**src/rtl/coo_nbr_pkg.sv**
```systemverilog
package coo_nbr_pkg;
  typedef enum logic [2:0] {
    PH_IDLE,
    PH_CLEAR,
    PH_TAKE,
    PH_SCAN,
    PH_PLACE
  } phase_e;
endpackage

```
**src/rtl/coo_deg_table.sv**
```systemverilog
module coo_deg_table #(
  parameter int N  = 16,
  parameter int CW = 6,
  localparam int IW = (N > 1) ? $clog2(N) : 1
) (
  input  logic          clk,
  input  logic          rst_n,
  input  logic          clr,
  input  logic [IW-1:0] clr_idx,
  input  logic          inc,
  input  logic [IW-1:0] inc_idx,
  input  logic [IW-1:0] rd_a_idx,
  output logic [CW-1:0] rd_a,
  input  logic [IW-1:0] rd_b_idx,
  output logic [CW-1:0] rd_b
);
  logic [CW-1:0] cnt [N];

  for (genvar g = 0; g < N; g++) begin : g_cnt
    always_ff @(posedge clk or negedge rst_n) begin
      if (!rst_n)
        cnt[g] <= '0;
      else if (clr && clr_idx == IW'(g))
        cnt[g] <= '0;
      else if (inc && inc_idx == IW'(g))
        cnt[g] <= cnt[g] + CW'(1);
    end
  end

  assign rd_a = cnt[rd_a_idx];
  assign rd_b = cnt[rd_b_idx];
endmodule

```
**src/rtl/coo_block_cursor.sv**
```systemverilog
module coo_block_cursor #(
  parameter int N  = 16,
  parameter int CW = 6,
  localparam int IW = (N > 1) ? $clog2(N) : 1
) (
  input  logic          clk,
  input  logic          rst_n,
  input  logic          init,
  input  logic [IW-1:0] init_idx,
  input  logic [CW-1:0] init_val,
  input  logic          bump,
  input  logic [IW-1:0] bump_idx,
  output logic [CW-1:0] cur_val,
  input  logic [IW-1:0] rd_idx,
  output logic [CW-1:0] rd_off
);
  logic [CW-1:0] base [N];
  logic [CW-1:0] cur  [N];

  for (genvar g = 0; g < N; g++) begin : g_slot
    always_ff @(posedge clk or negedge rst_n) begin
      if (!rst_n) begin
        base[g] <= '0;
        cur[g]  <= '0;
      end else if (init && init_idx == IW'(g)) begin
        base[g] <= init_val;
        cur[g]  <= init_val;
      end else if (bump && bump_idx == IW'(g)) begin
        cur[g]  <= cur[g] + CW'(1);
      end
    end
  end

  assign cur_val = cur[bump_idx];
  assign rd_off  = base[rd_idx];
endmodule

```
**src/rtl/coo_nbr_store.sv**
```systemverilog
module coo_nbr_store #(
  parameter int DEPTH = 32,
  parameter int DW    = 4,
  localparam int AW   = (DEPTH > 1) ? $clog2(DEPTH) : 1
) (
  input  logic          clk,
  input  logic          rst_n,
  input  logic          we,
  input  logic [AW-1:0] waddr,
  input  logic [DW-1:0] wdata,
  input  logic [AW-1:0] raddr,
  output logic [DW-1:0] rdata
);
  logic [DW-1:0] mem [DEPTH];

  for (genvar g = 0; g < DEPTH; g++) begin : g_word
    always_ff @(posedge clk or negedge rst_n) begin
      if (!rst_n)
        mem[g] <= '0;
      else if (we && waddr == AW'(g))
        mem[g] <= wdata;
    end
  end

  assign rdata = mem[raddr];
endmodule

```
**src/rtl/coo_nbr_builder.sv**
```systemverilog
module coo_nbr_builder
  import coo_nbr_pkg::*;
#(
  parameter int MAX_NODES = 16,
  parameter int MAX_EDGES = 32,
  localparam int NW  = (MAX_NODES > 1) ? $clog2(MAX_NODES) : 1,
  localparam int NCW = $clog2(MAX_NODES + 1),
  localparam int ECW = $clog2(MAX_EDGES + 1),
  localparam int EIW = (MAX_EDGES > 1) ? $clog2(MAX_EDGES) : 1
) (
  input  logic           clk,
  input  logic           rst_n,
  input  logic           start,
  input  logic [NCW-1:0] num_nodes,
  input  logic [ECW-1:0] num_edges,
  input  logic           in_valid,
  output logic           in_ready,
  input  logic [NW-1:0]  in_src,
  input  logic [NW-1:0]  in_dst,
  output logic           busy,
  output logic           done,
  output logic           err,
  input  logic [NW-1:0]  rd_node,
  output logic [ECW-1:0] rd_indeg,
  output logic [ECW-1:0] rd_outdeg,
  output logic [ECW-1:0] rd_offset,
  input  logic [EIW-1:0] rd_slot,
  output logic [NW-1:0]  rd_nbr
);
  typedef struct packed {
    logic [NW-1:0] src;
    logic [NW-1:0] dst;
    logic          ok;
  } edge_t;

  phase_e         ph;
  logic [NCW-1:0] nn_q;
  logic [ECW-1:0] ne_q;
  logic [NCW-1:0] ni;
  logic [ECW-1:0] ei;
  logic [ECW-1:0] acc;
  edge_t          emem [MAX_EDGES];

  logic           take_hs, take_ok, clr_en, scan_en, place_en;
  logic [ECW-1:0] indeg_scan, unused_out_b, cur_val;
  edge_t          pe;

  assign in_ready = (ph == PH_TAKE);
  assign busy     = (ph != PH_IDLE);
  assign take_hs  = in_ready && in_valid;
  assign take_ok  = (NCW'(in_src) < nn_q) && (NCW'(in_dst) < nn_q);
  assign clr_en   = (ph == PH_CLEAR) && (ni != nn_q);
  assign scan_en  = (ph == PH_SCAN) && (ni != nn_q);
  assign pe       = emem[ei[EIW-1:0]];
  assign place_en = (ph == PH_PLACE) && (ei != ne_q) && pe.ok;

  coo_deg_table #(.N(MAX_NODES), .CW(ECW)) u_indeg (
    .clk, .rst_n,
    .clr(clr_en), .clr_idx(ni[NW-1:0]),
    .inc(take_hs && take_ok), .inc_idx(in_dst),
    .rd_a_idx(rd_node), .rd_a(rd_indeg),
    .rd_b_idx(ni[NW-1:0]), .rd_b(indeg_scan)
  );

  coo_deg_table #(.N(MAX_NODES), .CW(ECW)) u_outdeg (
    .clk, .rst_n,
    .clr(clr_en), .clr_idx(ni[NW-1:0]),
    .inc(take_hs && take_ok), .inc_idx(in_src),
    .rd_a_idx(rd_node), .rd_a(rd_outdeg),
    .rd_b_idx(ni[NW-1:0]), .rd_b(unused_out_b)
  );

  coo_block_cursor #(.N(MAX_NODES), .CW(ECW)) u_cursor (
    .clk, .rst_n,
    .init(scan_en), .init_idx(ni[NW-1:0]), .init_val(acc),
    .bump(place_en), .bump_idx(pe.dst), .cur_val(cur_val),
    .rd_idx(rd_node), .rd_off(rd_offset)
  );

  coo_nbr_store #(.DEPTH(MAX_EDGES), .DW(NW)) u_nbr (
    .clk, .rst_n,
    .we(place_en), .waddr(cur_val[EIW-1:0]), .wdata(pe.src),
    .raddr(rd_slot), .rdata(rd_nbr)
  );

  for (genvar g = 0; g < MAX_EDGES; g++) begin : g_emem
    always_ff @(posedge clk or negedge rst_n) begin
      if (!rst_n)
        emem[g] <= '0;
      else if (take_hs && ei[EIW-1:0] == EIW'(g))
        emem[g] <= '{src: in_src, dst: in_dst, ok: take_ok};
    end
  end

  always_ff @(posedge clk or negedge rst_n) begin
    if (!rst_n) begin
      ph   <= PH_IDLE;
      nn_q <= '0;
      ne_q <= '0;
      ni   <= '0;
      ei   <= '0;
      acc  <= '0;
      done <= 1'b0;
      err  <= 1'b0;
    end else begin
      done <= 1'b0;
      unique case (ph)
        PH_IDLE: if (start) begin
          nn_q <= (num_nodes > NCW'(MAX_NODES)) ? NCW'(MAX_NODES) : num_nodes;
          ne_q <= (num_edges > ECW'(MAX_EDGES)) ? ECW'(MAX_EDGES) : num_edges;
          ni   <= '0;
          ei   <= '0;
          err  <= 1'b0;
          ph   <= PH_CLEAR;
        end
        PH_CLEAR: begin
          if (ni == nn_q) begin
            ni  <= '0;
            acc <= '0;
            ph  <= (ne_q == '0) ? PH_SCAN : PH_TAKE;
          end else begin
            ni <= ni + NCW'(1);
          end
        end
        PH_TAKE: if (in_valid) begin
          if (!take_ok) err <= 1'b1;
          if (ei == ne_q - ECW'(1)) begin
            ei <= '0;
            ph <= PH_SCAN;
          end else begin
            ei <= ei + ECW'(1);
          end
        end
        PH_SCAN: begin
          if (ni == nn_q) begin
            ei <= '0;
            ph <= PH_PLACE;
          end else begin
            acc <= acc + indeg_scan;
            ni  <= ni + NCW'(1);
          end
        end
        PH_PLACE: begin
          if (ei == ne_q) begin
            done <= 1'b1;
            ph   <= PH_IDLE;
          end else begin
            ei <= ei + ECW'(1);
          end
        end
        default: ph <= PH_IDLE;
      endcase
    end
  end
endmodule

```
**config.mk**
```make
export PLATFORM = sky130hd
export DESIGN_NAME = coo_nbr_builder
export DESIGN_NICKNAME = d
export VERILOG_FILES = /design/src/rtl/coo_nbr_pkg.sv /design/src/rtl/coo_deg_table.sv /design/src/rtl/coo_block_cursor.sv /design/src/rtl/coo_nbr_store.sv /design/src/rtl/coo_nbr_builder.sv
export SDC_FILE = /design/constraint.sdc
export NUM_CORES = 2
export LEC_CHECK = 0
export ABC_AREA = 1
export ABC_CLOCK_PERIOD_IN_PS = 3390
export BUFFER_PORTS_ARGS = -buffer_cell sky130_fd_sc_hd__buf_2
export CAP_MARGIN = 20
export CORE_MARGIN = 4
export CORE_UTILIZATION = 55
export CTS_BUF_LIST = sky130_fd_sc_hd__clkbuf_4 sky130_fd_sc_hd__clkbuf_8
export CTS_CLUSTER_DIAMETER = 120
export CTS_CLUSTER_SIZE = 24
export DETAILED_ROUTE_END_ITERATION = 8
export GPL_ROUTABILITY_DRIVEN = 0
export PLACE_DENSITY = 0.72
export SYNTH_ARGS = -nofsm -noshare
export SYNTH_HDL_FRONTEND = slang
export SYNTH_SLANG_ARGS = --single-unit
```
**constraint.sdc**
```tcl
create_clock -name clk -period 3.39 [get_ports clk]
set_input_delay 0.339 -clock clk [delete_from_list [all_inputs] [get_ports clk]]
set_output_delay 0.339 -clock clk [all_outputs]
set_load 0.01 [all_outputs]
```
==> qor.yml <==
power:
  p_leak_nw: 22.5
  vdd_ir_drop_max_uv: 678
  combPwrFrac: 0.511
  power_density_mw_per_mm2: 715
  pwr-share-clk: 0.124
  internal-power_mw: 18.5
  power_switching_mw: 15.9
  pwr-share-seq: 0.365
  swShare: 0.462
timing:
  final-setup-viol-count: 5
  maxSlewViolCount: 0
  finalCritPeriodShare: 1.00
  fmax_ghz: 0.294
  fin_crit_ns: 3.40
  slew_headroom: 0.395
  timing_hold_violations_final: 0
  skew_ns: 0.0427
  hold_slack_ns: 0.189
  rsz0062_at_grt: "yes"
  worstMarginPinSlew_ns: 0.904
  layout_setup_ws_ns: -0.00934
outcome:
  run_status: "finished with violations"
  violations: "negative setup slack"
route:
  ant_nets: 0
  totalWireLength_mm: 136
  vias_per_cell: 5.99
  wire_per_inst_microns: 20.0
  detail_route.first_pass.iterations: 8
  drc: 0
  num_vias: 40700
  drt_iter0_markers: 4374
critical_path:
  crit_arrival_ns: 4.02
  crit_type: "flop to flop"
  startpoint_type: "flop"
  cp.required_ns: 4.01
  worstPathMaxFanout: 8
  worstSetupEndpointType: "flop"
synth:
  syn_inst: 5650
  yosys_warnings: 0
  async_reset_ff_frac: 1.00
  synth_edf_count: 0
  synth_ff_type: "dfrtp_1"
  ys_types: 49
  syn-num-nets: 5753
  seq_area_frac_synth: 0.472
  ys_ff_latch: 817
  syn_area_sq_mm: 0.0433
  avgSynthCellArea_sq_um: 7.66
global_route:
  grt_pass1_wl_mm: 206
  grt_max_degree: 123
  grt_pass1_vias: 37600
  grt_antenna_before_repair: 6
  track_usage: 0.309
  grt.overflow.total: 0
hold_path:
  min_path_type: "primary input to async pin"
placed_design:
  io_buffer_count: 57
  place_area_sq_mm: 0.0457
  place_ws_ns: -0.214
  place_hpwl_mm: 90.9
finish:
  stdcell_area_sq_mm: 0.0481
  synthToLayoutAreaGrowth_pct: 11.1
  final_layout_size_suffix_gt1_frac: 0.0921
  nets: 5852
cts:
  cts-root-buf: "clkbuf_8"
  path_clk_slew_ns: 0.16
  cts_buffers: 40
  ctsHtreeMaxLevel: 2
  clock_latency_ns: 0.72
  cts_tree: "done"
  cts.sinks: 817
  clockBufferDepth: 3
floorplan:
  floorplan.initialDensity: 0.557
  die_x_microns: 289
  fp.coreArea_sq_mm: 0.0777
  die_h_microns: 289
  row_count: 102
  io_pins: 58
  die-area_sq_mm: 0.0832
run:
  maxCapViolCount: 0
[path summary, 6_finish.rpt]
| path | start | end | slack, ns | depth (start not counted) |
|---|---|---|---|---|
| min in group clk | in_dst[1] | u_indeg.cnt[72] | 0.20 | 4 |
| setup / recovery | ei[0] | u_nbr.mem[11] | -0.009 | 21 |
| hold reg to reg | u_nbr.mem[57] | u_nbr.mem[57] | 0.49 | 2 |
| hold / removal | rst_n | u_nbr.mem[111] | 0.19 | 2 |
| max in group asynchronous | rst_n | emem[54] | 2.14 | 4 |
| setup reg to reg | ei[0] | u_nbr.mem[11] | -0.009 | 21 |
[critical path: stages, from the launching register on]
cell and delay, ns:
dfrtp_4 0.53, buf_12 0.15, buf_12 0.13, clkbuf_16 0.14, nor2_2 0.09, nor2_1 0.04, o21ai_1 0.08, nand2_1 0.10
a21oi_2 0.20, nand2_4 0.21, buf_12 0.22, nand3b_1 0.14, nand3_1 0.11, nand3_2 0.11, nand2_2 0.08, nor2_4 0.23
buf_6 0.16, nand2_8 0.08, nor2_4 0.20, nand2_2 0.12, nand2_1 0.09, nand2_1 0.06
[layout by cell type (no fill, tap or decap), types with 8 or more instances in the layout]
master | synthesis | routed
xor2_1 | 64 | 64
o211ai_1 | 15 | 15
buf_4 | 15 | 174
buf_12 | 0 | 39
clkinv_1 | 12 | 12
nand3b_1 | 8 | 8
nor2_2 | 6 | 14
o311ai_0 | 18 | 15
clkbuf_8 | 0 | 42
buf_6 | 4 | 24
dlygate4sd3_1 | 0 | 26
nand4_1 | 33 | 33
o22ai_1 | 65 | 65
a31oi_1 | 9 | 9
o31ai_1 | 13 | 13
a21oi_1 | 345 | 339
nand2_4 | 1 | 9
inv_2 | 10 | 9
buf_2 | 45 | 54
xnor2_1 | 30 | 30
nand3_2 | 0 | 34
nor4_1 | 9 | 8
o21ai_0 | 875 | 867
o21ai_1 | 11 | 19
nor2_1 | 509 | 495
ha_1 | 70 | 70
nor3_1 | 77 | 75
nand2_2 | 22 | 39
inv_1 | 444 | 442
o221ai_1 | 52 | 52
dfrtp_1 | 817 | 811
nand3_1 | 438 | 403
clkbuf_16 | 0 | 21
nor2_4 | 19 | 28
nand2_1 | 1327 | 1297
a22o_1 | 9 | 9
o21a_1 | 12 | 12
[power by group through the flow]
stage               registers, mW  logic, mW  clock network (mW)
floorplan                    12.2       9.33                   0
global placement             12.6       14.3                   0
detailed placement           12.7       14.6                   0
CTS                          12.5       14.7                4.33
global route                 12.7       18.9                4.65
finish                       12.5       17.6                4.26
[timing repair]
item / CTS / global route
buffers inserted: 0 / 31
endpoints found under the setup margin: 120 / 195
pin swaps: 1 / 26
hold endpoints to repair: 77 / 0
gates resized for setup: 5 / 147
cloned: 0 / 33
hold buffers: 26 / 0
[metrics by stage]
step | util | std cells | TNS [ns] | power [mW]
6_report | 0.619 | 6797 | -0.0321 | 34.4
5_1_grt | 0.619 | 6797 | -11.61 | 36.2
4_1_cts | 0.599 | 6729 | 0 | 31.5
3_5_place_dp | 0.588 | 6657 | -6.76 | 27.2
3_3_place_gp | 0.588 | 6657 | -3.27 | 26.9
2_1_floorplan | - | 5650 | 0 | 21.6
[per-layer routing]
layer	routed length (microns)	up-vias	global-route usage
met5	24	-	0
met4	5520	4	0.108
met3	12000	363	0.0418
met2	61300	1866	0.486
met1	57400	19500	0.442
li1	-	19000	-
[logic make-up (layout without fill, tap and decap cells)]
logic type | after synthesis | after routing | synth area share
other | 0 | 4 | 0
flip-flops | 817 | 817 | 0.472
AO/OA/AOI/OAI | 1442 | 1442 | 0.179
buffers and inverters | 759 | 859 | 0.0691
AND/OR/NAND/NOR | 2463 | 2466 | 0.238
XOR/XNOR | 94 | 94 | 0.0190
multiplexers | 4 | 4 | 0.000925
adder cells (fa/ha/maj) | 71 | 71 | 0.0207
[state kept, by name, summed over array words and instances, names as in the netlist]
register and cells:
ph 3, emem 288, u_cursor.base 96, acc 6, ei 6, u_nbr.mem 128, ne_q 6, u_cursor.cur 80
ni 5, u_outdeg.cnt 96, done 1, u_indeg.cnt 96, nn_q 5, err 1
[cells in the mapped netlist (4+ instances only)]
library cell     n  share of area
a211oi_1         4        0.00069
a21oi_1        345          0.040
a221oi_1         5         0.0010
a22o_1           9         0.0018
a31oi_1          9         0.0013
buf_1           13         0.0011
buf_2           45         0.0052
buf_4           15         0.0026
buf_6            4         0.0010
clkbuf_1       216          0.019
clkinv_1        12         0.0010
dfrtp_1        817           0.47
ha_1            70          0.020
inv_1          444          0.039
inv_2           10        0.00087
mux2i_1          4        0.00093
nand2_1       1327           0.12
nand2_2         22         0.0032
nand3_1        438          0.051
nand3b_1         8         0.0014
nand4_1         33         0.0048
nor2_1         509          0.044
nor2_2           6        0.00087
nor2_4          19         0.0049
nor3_1          77         0.0089
nor4_1           9         0.0013
o211ai_1        15         0.0026
o21a_1          12         0.0021
o21ai_0        875           0.10
o21ai_1         11         0.0013
o221ai_1        52          0.011
o22ai_1         65         0.0094
o311ai_0        18         0.0036
o31ai_1         13         0.0023
or4_1            5        0.00087
xnor2_1         30         0.0061
xor2_1          64          0.013
[area by class of cell]
cell class              count  area [sq um]
fillers                  6843         29600
flip-flops and latches    817         20500
multi-input cells        4077         20400
repair buffers            345          3550
inverters                 466          1770
well taps                1040          1300
clock buffers              42           572
clock inverters             4          42.5
repair inverters            2          17.5
diodes                      4          10.0
No activity file was read; power rests on OpenSTA's default activity.
